`src/rtl/spr_scan_pkg.sv`:
```
package spr_scan_pkg;
  typedef logic [7:0] ybyte_t;

  // Sprite height in rows from the two mode bits.
  function automatic logic [7:0] spr_height(input logic [7:0] base_h,
                                            input logic size_b,
                                            input logic mag_b);
    logic [7:0] h;
    h = base_h;
    if (size_b) h = h << 1;
    if (mag_b)  h = h << 1;
    return h;
  endfunction
endpackage

```
`src/rtl/spr_scan_addr.sv`:
```
module spr_scan_addr #(
  parameter int BASE_W = 7,
  parameter int SLOT_W = 5,
  parameter int ADDR_W = 14
) (
  input  logic [BASE_W-1:0] base_reg,
  input  logic [SLOT_W-1:0] entry_idx,
  output logic [ADDR_W-1:0] rd_addr
);
  localparam int ENTRY_SH = 2;

  always_comb begin
    rd_addr = '0;
    rd_addr[ADDR_W-1 -: BASE_W]      = base_reg;
    rd_addr[ENTRY_SH +: SLOT_W]      = entry_idx;
  end
endmodule

```
`src/rtl/spr_scan_hit.sv`:
```
module spr_scan_hit
  import spr_scan_pkg::*;
#(
  parameter int BASE_H = 8
) (
  input  logic [7:0] line_num,
  input  ybyte_t     ypos,
  input  logic       size_big,
  input  logic       mag_x2,
  output logic       covers
);
  logic [7:0] row_off;
  logic [7:0] height;

  always_comb begin
    height  = spr_height(8'(BASE_H), size_big, mag_x2);
    row_off = line_num + 8'd1 - ypos;
    covers  = row_off < height;
  end
endmodule

```
`src/rtl/spr_scan_list.sv`:
```
module spr_scan_list #(
  parameter int LIST_N = 4,
  parameter int SLOT_W = 5,
  parameter int CNT_W  = 3
) (
  input  logic                     clk,
  input  logic                     rst_n,
  input  logic                     clr,
  input  logic                     wr_en,
  input  logic [CNT_W-1:0]         wr_slot,
  input  logic [SLOT_W-1:0]        wr_idx,
  output logic [LIST_N*SLOT_W-1:0] list_flat
);
  for (genvar g = 0; g < LIST_N; g++) begin : g_slot
    logic [SLOT_W-1:0] ent_q, ent_d;
    logic              ent_we;

    always_comb begin
      ent_we = clr || (wr_en && (wr_slot == CNT_W'(g)));
      ent_d  = clr ? '0 : wr_idx;
    end

    always_ff @(posedge clk or negedge rst_n) begin
      if (!rst_n)      ent_q <= '0;
      else if (ent_we) ent_q <= ent_d;
    end

    assign list_flat[g*SLOT_W +: SLOT_W] = ent_q;
  end

  // writes only ever target an existing slot
  assert_slot_range_R4: assert property (@(posedge clk) disable iff (!rst_n)
    wr_en |-> (wr_slot < CNT_W'(LIST_N)));
endmodule

```
`src/rtl/sprite_line_scan.sv`:
```
module sprite_line_scan
  import spr_scan_pkg::*;
#(
  parameter int   NUM_SPR = 32,
  parameter int   LIST_N  = 4,
  parameter int   BASE_W  = 7,
  parameter int   ADDR_W  = 14,
  parameter int   BASE_H  = 8,
  parameter logic [7:0] TERM_Y = 8'd208
) (
  input  logic                     clk,
  input  logic                     rst_n,
  input  logic                     line_start,
  input  logic                     scan_en,
  input  logic                     ovf_clr,
  input  logic [7:0]               line_num,
  input  logic [BASE_W-1:0]        sat_base,
  input  logic                     size_big,
  input  logic                     mag_x2,
  output logic [ADDR_W-1:0]        vram_addr,
  input  logic [7:0]               vram_data,
  output logic [LIST_N*$clog2(NUM_SPR)-1:0] hit_list,
  output logic [$clog2(LIST_N+2)-1:0]       hit_cnt,
  output logic                     ovf_flag,
  output logic [$clog2(NUM_SPR)+1-1:0]      last_idx
);
  localparam int SLOT_W = $clog2(NUM_SPR);
  localparam int IDX_W  = SLOT_W + 1;
  localparam int CNT_W  = $clog2(LIST_N + 2);
  localparam logic [IDX_W-1:0] IDX_END   = IDX_W'(NUM_SPR);
  localparam logic [CNT_W-1:0] CNT_FULL  = CNT_W'(LIST_N);
  localparam logic [CNT_W-1:0] CNT_FIFTH = CNT_W'(LIST_N + 1);

  logic [IDX_W-1:0] idx_q, idx_d;
  logic [CNT_W-1:0] cnt_q, cnt_d;
  logic [IDX_W-1:0] last_q, last_d;
  logic             ovf_q, ovf_d;
  logic             scan_done, step, is_term, covers, list_we, fifth_hit;

  spr_scan_addr #(.BASE_W(BASE_W), .SLOT_W(SLOT_W), .ADDR_W(ADDR_W)) u_addr (
    .base_reg (sat_base),
    .entry_idx(idx_q[SLOT_W-1:0]),
    .rd_addr  (vram_addr)
  );

  spr_scan_hit #(.BASE_H(BASE_H)) u_hit (
    .line_num(line_num),
    .ypos    (vram_data),
    .size_big(size_big),
    .mag_x2  (mag_x2),
    .covers  (covers)
  );

  spr_scan_list #(.LIST_N(LIST_N), .SLOT_W(SLOT_W), .CNT_W(CNT_W)) u_list (
    .clk      (clk),
    .rst_n    (rst_n),
    .clr      (line_start),
    .wr_en    (list_we),
    .wr_slot  (cnt_q),
    .wr_idx   (idx_q[SLOT_W-1:0]),
    .list_flat(hit_list)
  );

  always_comb begin
    scan_done = (idx_q == IDX_END) || (cnt_q == CNT_FIFTH);
    step      = scan_en && !line_start && !scan_done;
    is_term   = (vram_data == TERM_Y);
    list_we   = step && !is_term && covers && (cnt_q < CNT_FULL);
    fifth_hit = step && !is_term && covers && (cnt_q == CNT_FULL);

    idx_d  = idx_q;
    cnt_d  = cnt_q;
    last_d = last_q;
    if (line_start) begin
      idx_d = '0;
      cnt_d = '0;
    end else if (step) begin
      if (is_term) begin
        idx_d  = IDX_END;
        last_d = IDX_END;
      end else begin
        idx_d = idx_q + IDX_W'(1);
        if (covers) begin
          cnt_d = cnt_q + CNT_W'(1);
          if (cnt_q == CNT_FULL) last_d = idx_q;
        end else begin
          last_d = idx_q;
        end
      end
    end

    if (fifth_hit)    ovf_d = 1'b1;
    else if (ovf_clr) ovf_d = 1'b0;
    else              ovf_d = ovf_q;
  end

  always_ff @(posedge clk or negedge rst_n) begin
    if (!rst_n) begin
      idx_q  <= '0;
      cnt_q  <= '0;
      last_q <= '0;
      ovf_q  <= 1'b0;
    end else begin
      idx_q  <= idx_d;
      cnt_q  <= cnt_d;
      last_q <= last_d;
      ovf_q  <= ovf_d;
    end
  end

  assign hit_cnt  = cnt_q;
  assign ovf_flag = ovf_q;
  assign last_idx = last_q;

  // index never passes the table end
  assert_idx_max_R8: assert property (@(posedge clk) disable iff (!rst_n)
    idx_q <= IDX_END);

  // index moves only on a pulse, by one or to the end marker
  assert_idx_step_R2: assert property (@(posedge clk) disable iff (!rst_n)
    ((idx_q != $past(idx_q)) && !$past(line_start)) |->
      ($past(scan_en) && ((idx_q == $past(idx_q) + IDX_W'(1)) || (idx_q == IDX_END))));

  // count grows by at most one per cycle within a line
  assert_cnt_step_R4: assert property (@(posedge clk) disable iff (!rst_n)
    !line_start |=> ((hit_cnt == $past(hit_cnt)) || (hit_cnt == $past(hit_cnt) + CNT_W'(1))));

  // after the fifth hit nothing more is evaluated
  assert_stop_after_fifth_R5: assert property (@(posedge clk) disable iff (!rst_n)
    ((hit_cnt == CNT_FIFTH) && !line_start) |=> ($stable(idx_q) && $stable(hit_cnt) && $stable(last_idx)));

  // reaching five hits raises the flag
  assert_fifth_sets_flag_R5: assert property (@(posedge clk) disable iff (!rst_n)
    ((hit_cnt == CNT_FIFTH) && ($past(hit_cnt) == CNT_FULL)) |-> ovf_flag);

  // terminator ends the scan without a hit
  assert_term_ends_R7: assert property (@(posedge clk) disable iff (!rst_n)
    (step && is_term) |=> ((idx_q == IDX_END) && (last_idx == IDX_END) && $stable(hit_cnt)));

  // line restart clears the scan state
  assert_restart_clears_R9: assert property (@(posedge clk) disable iff (!rst_n)
    line_start |=> ((idx_q == '0) && (hit_cnt == '0)));

  // flag only falls through an explicit clear
  assert_ovf_sticky_R10: assert property (@(posedge clk) disable iff (!rst_n)
    (ovf_flag && !ovf_clr) |=> ovf_flag);
endmodule

```
`config.mk`:
```
export PLATFORM = sky130hd
export DESIGN_NAME = sprite_line_scan
export DESIGN_NICKNAME = d
export VERILOG_FILES = /design/src/rtl/spr_scan_pkg.sv /design/src/rtl/spr_scan_addr.sv /design/src/rtl/spr_scan_hit.sv /design/src/rtl/spr_scan_list.sv /design/src/rtl/sprite_line_scan.sv
export SDC_FILE = /design/constraint.sdc
export NUM_CORES = 1
export LEC_CHECK = 0
export BUFFER_PORTS_ARGS = -buffer_cell sky130_fd_sc_hd__clkbuf_2
export CORE_ASPECT_RATIO = 0.5
export CORE_MARGIN = 3
export CORE_UTILIZATION = 30
export DETAILED_ROUTE_END_ITERATION = 7
export GPL_ROUTABILITY_DRIVEN = 0
export HOLD_SLACK_MARGIN = 0.03
export PLACE_DENSITY_LB_ADDON = 0.12
export SLEW_MARGIN = 20
export SYNTH_ARGS = -nofsm -noshare
export SYNTH_HDL_FRONTEND = slang
export SYNTH_SLANG_ARGS = --single-unit
```
`constraint.sdc`:
```
create_clock -name clk -period 3.1 [get_ports clk]
set_input_delay 0.62 -clock clk [delete_from_list [all_inputs] [get_ports clk]]
set_output_delay 0.62 -clock clk [all_outputs]
set_load 0.005 [all_outputs]
```
==> flow_summary.json <==
{
  "path_cells": "buf_12 > inv_12 > ha_4 > ha_4 > and4bb_2 > o21ai_1 > nand2b_1 > a21oi_2 > xnor2_1 > ha_1 > a21oi_2 > o211a_1 > and4_4 > buf_4 > nand3_4 > mux2i_1",
  "vias": 1880,
  "globalRouteTotalUtil": 0.1232,
  "cp_max_fo": 5,
  "cts.sink_count": 36,
  "nFillCells": 769,
  "areaGrowthSynthToFinish_pct": 26.12,
  "critPathRequiredTime_ns": 3.25,
  "setup_violations": 0,
  "routedWlPerCell_um": 13.96,
  "synth_top_area_share": 0.3746,
  "cts-root-buf": "clkbuf_16",
  "numCtsBuffers": 5,
  "yosysWarnings": 0,
  "ant_nets": 0,
  "tightest_slew_ns": 0.9487,
  "cts_buffer_depth": 2,
  "die_w_um": 132.6,
  "rr_worst_depth": 7,
  "worstPathArrival_ns": 3.21,
  "leakagePower_uw": 0.001532,
  "grt_max_degree": 37,
  "rsz0062_at_grt": "true",
  "synthCells": 245,
  "ys.flop_type": "dfrtp_1",
  "postSynthAreaPerCell_um2": 9.816,
  "clk_pin_slew_ns": 0.05,
  "pre_cts_ws_ns": -0.3864,
  "antenna_found_initial": 0,
  "rows": 22,
  "irDropWorstVdd_uv": 256.4,
  "dieArea_mm2": 0.009192,
  "sw_frac_of_total": 0.2673,
  "hold_class": "in -> async",
  "slew_viol_final": 0,
  "combPwrFrac": 0.214,
  "fin_crit_ns": 3.064,
  "routed_wl_um": 5722,
  "synth_area_mm2": 0.002405,
  "io_pins": 74,
  "seq_power_share": 0.367,
  "crit_slowest_cell": "and4_4",
  "hpwlAfterDp_um": 4234,
  "cts_tree": "done",
  "power_frac_clock": 0.419,
  "relSlewSlack": 0.3676,
  "core_area_mm2": 0.007542,
  "setup_ws_ns": 0.03562,
  "maxCapViolations": 0,
  "seq_area_frac_synth": 0.3746,
  "p_int_uw": 998.9,
  "end_kind": "register",
  "timing.final.crit_share": 0.9885,
  "vias_per_cell": 4.585,
  "drive_above_1_share": 0.3212,
  "yosysTopAreaCell": "dfrtp_1",
  "postCtsHoldBufs": 0,
  "path_class": "in -> reg",
  "finClkSkew_ns": 0.004550,
  "status": "finished clean",
  "initial_core_util": 0.3188,
  "hold_viol": 0,
  "overflow": 0,
  "synth_seq_cells": 36,
  "r2r-start": "idx_q[0]$_DFFE_PN0P_",
  "diodes": 0,
  "netSwitchingPower_uw": 364.4,
  "max_freq_mhz": 326.3,
  "nets": 353,
  "ys_async_sr_fraction": 1.000,
  "crit_start": "vram_data[2]",
  "remaining_drc_errors": 0,
  "synth_area_leaders": "dfrtp_1 (37%), mux2i_1 (12%), ha_1 (11%), nand2b_1 (7.0%), buf_4 (4.4%)",
  "fp.dieH_um": 69.31,
  "p_per_area_mw_per_mm2": 449.5,
  "hold_ws_ns": 0.4879,
  "synth-edff-count": 0,
  "drtPass1Iterations": 4,
  "grt_pass1_wl_um": 9294,
  "first_iter_violations": 74,
  "portBuffers": 57,
  "crit_path_start_kind": "input pin",
  "grt_pass1_vias": 1864,
  "worstSkewPairLatency_ns": 0.27,
  "ys_types": 43,
  "htreeDepth": 2,
  "cpPeakStageDelay_ns": 0.28
}
[through the flow]
| stage | cell area, um^2 | utilization | TNS (ns) | cells | power, uW |
|---|---|---|---|---|---|
| 2_1_floorplan | 2452 | - | -0.5671 | 246 | 694.4 |
| 6_report | 3033 | 0.4021 | 0 | 410 | 1363 |
| 3_5_place_dp | 2794 | 0.3704 | -9.211 | 398 | 771.1 |
| 3_3_place_gp | 2794 | 0.3704 | -8.481 | 398 | 766.5 |
| 5_1_grt | 3033 | 0.4021 | -2.168 | 410 | 1431 |
| 4_1_cts | 2989 | 0.3963 | 0 | 408 | 1362 |
[metal layers]
metal / vias to the layer above / part of all wire / GRT usage
li1: 937 / - / -
met1: 885 / 0.51 / 0.1761
met2: 52 / 0.43 / 0.1886
met3: 6 / 0.049 / 0.02609
met4: 0 / 0.0072 / 0.03341
met5: - / 0 / 0
[registers in the layout, indices dropped and copies added, names as in the netlist]
| signal | count |
|---|---|
| hit_cnt | 3 |
| u_list.g_slot.ent_q | 20 |
| idx_q | 6 |
| last_idx | 6 |
| ovf_flag | 1 |
[power groups by stage]
stage	logic, uW	registers (uW)	clock network, uW
final	291	500	572
after floorplan	189	505	0
after global placement	260	507	0
after detailed placement	263	508	0
after global routing	326	503	602
after CTS	282	500	579
[cell usage in the layout (no fill, tap or decap), types with 3 or more instances in the layout]
cell type and count:
inv_1 22, clkbuf_2 55, clkbuf_16 5, o21ai_0 7, a21oi_2 3, nor2_1 4, a21oi_1 7, and2_1 3
ha_1 19, buf_4 13, nand2_1 10, nand3_1 9, xnor2_1 3, nand2b_1 27, dfrtp_1 36, mux2i_1 28
[cell usage after synthesis, types with 2 or more instances]
cell / instances
mux2i_1: 28
inv_1: 25
xnor2_1: 3
o22ai_1: 2
clkbuf_1: 7
nand2_1: 10
nor2_1: 4
nand3_1: 10
nand4_1: 2
a21oi_1: 10
and3_1: 2
dfrtp_1: 36
nand2b_1: 27
and2_1: 3
a21o_1: 2
buf_6: 2
nand3_2: 2
xor2_1: 2
nor3_1: 2
o21ai_0: 8
ha_1: 22
buf_4: 14
or4_1: 2
[final timing paths]
kind                       slack (ns)                               endpoint
max                              0.04  u_list.g_slot[3].ent_q[3]$_DFFE_PN0P_
min                              0.49  u_list.g_slot[2].ent_q[3]$_DFFE_PN0P_
max reg2reg                      0.99  u_list.g_slot[2].ent_q[1]$_DFFE_PN0P_
min reg2reg                      0.52                last_idx[4]$_DFFE_PN0P_
max in group asynchronous        2.03  u_list.g_slot[0].ent_q[2]$_DFFE_PN0P_
min in group clk                 0.52                   ovf_flag$_DFFE_PN0P_
[critical path, delay by kind of cell]
| kind | cells | cell delay [ns] |
|---|---|---|
| multiplexers | 1 | 0.17 |
| AND/OR/NAND/NOR | 4 | 0.73 |
| buffers and inverters | 3 | 0.25 |
| AO/OA/AOI/OAI | 4 | 0.61 |
| XOR/XNOR | 1 | 0.13 |
| adder cells (fa/ha/maj) | 3 | 0.70 |
[kinds of logic after synthesis]
family	count (synthesis)	synth area share
flops	36	0.3746
simple gates	74	0.1868
fa+ha+maj	22	0.1145
buf+inv	48	0.1030
compound gates	31	0.08481
other cells	1	0.001559
mux	28	0.1165
xor+xnor	5	0.01821
[cell type report]
type                    count  area, um^2  share of cell area
clock buffers               6       128.9             0.04249
clock inverters             2       35.03             0.01155
inverters                  25       106.4             0.03507
multi-input cells         163        1323              0.4361
flip-flops and latches     36       900.9              0.2970
well taps                 108       135.1             0.04455
repair buffers             70       404.1              0.1333
[repair_timing]
| item | in CTS | in global routing |
|---|---|---|
| cloned | 1 | 0 |
| pin swaps | 10 | 10 |
| hold endpoints to repair | 0 | 0 |
| endpoints found under the setup margin | 27 | 27 |
| buffers inserted | 1 | 2 |
| resized for setup | 4 | 7 |
Note: power is estimated with default switching activity, not from simulation.
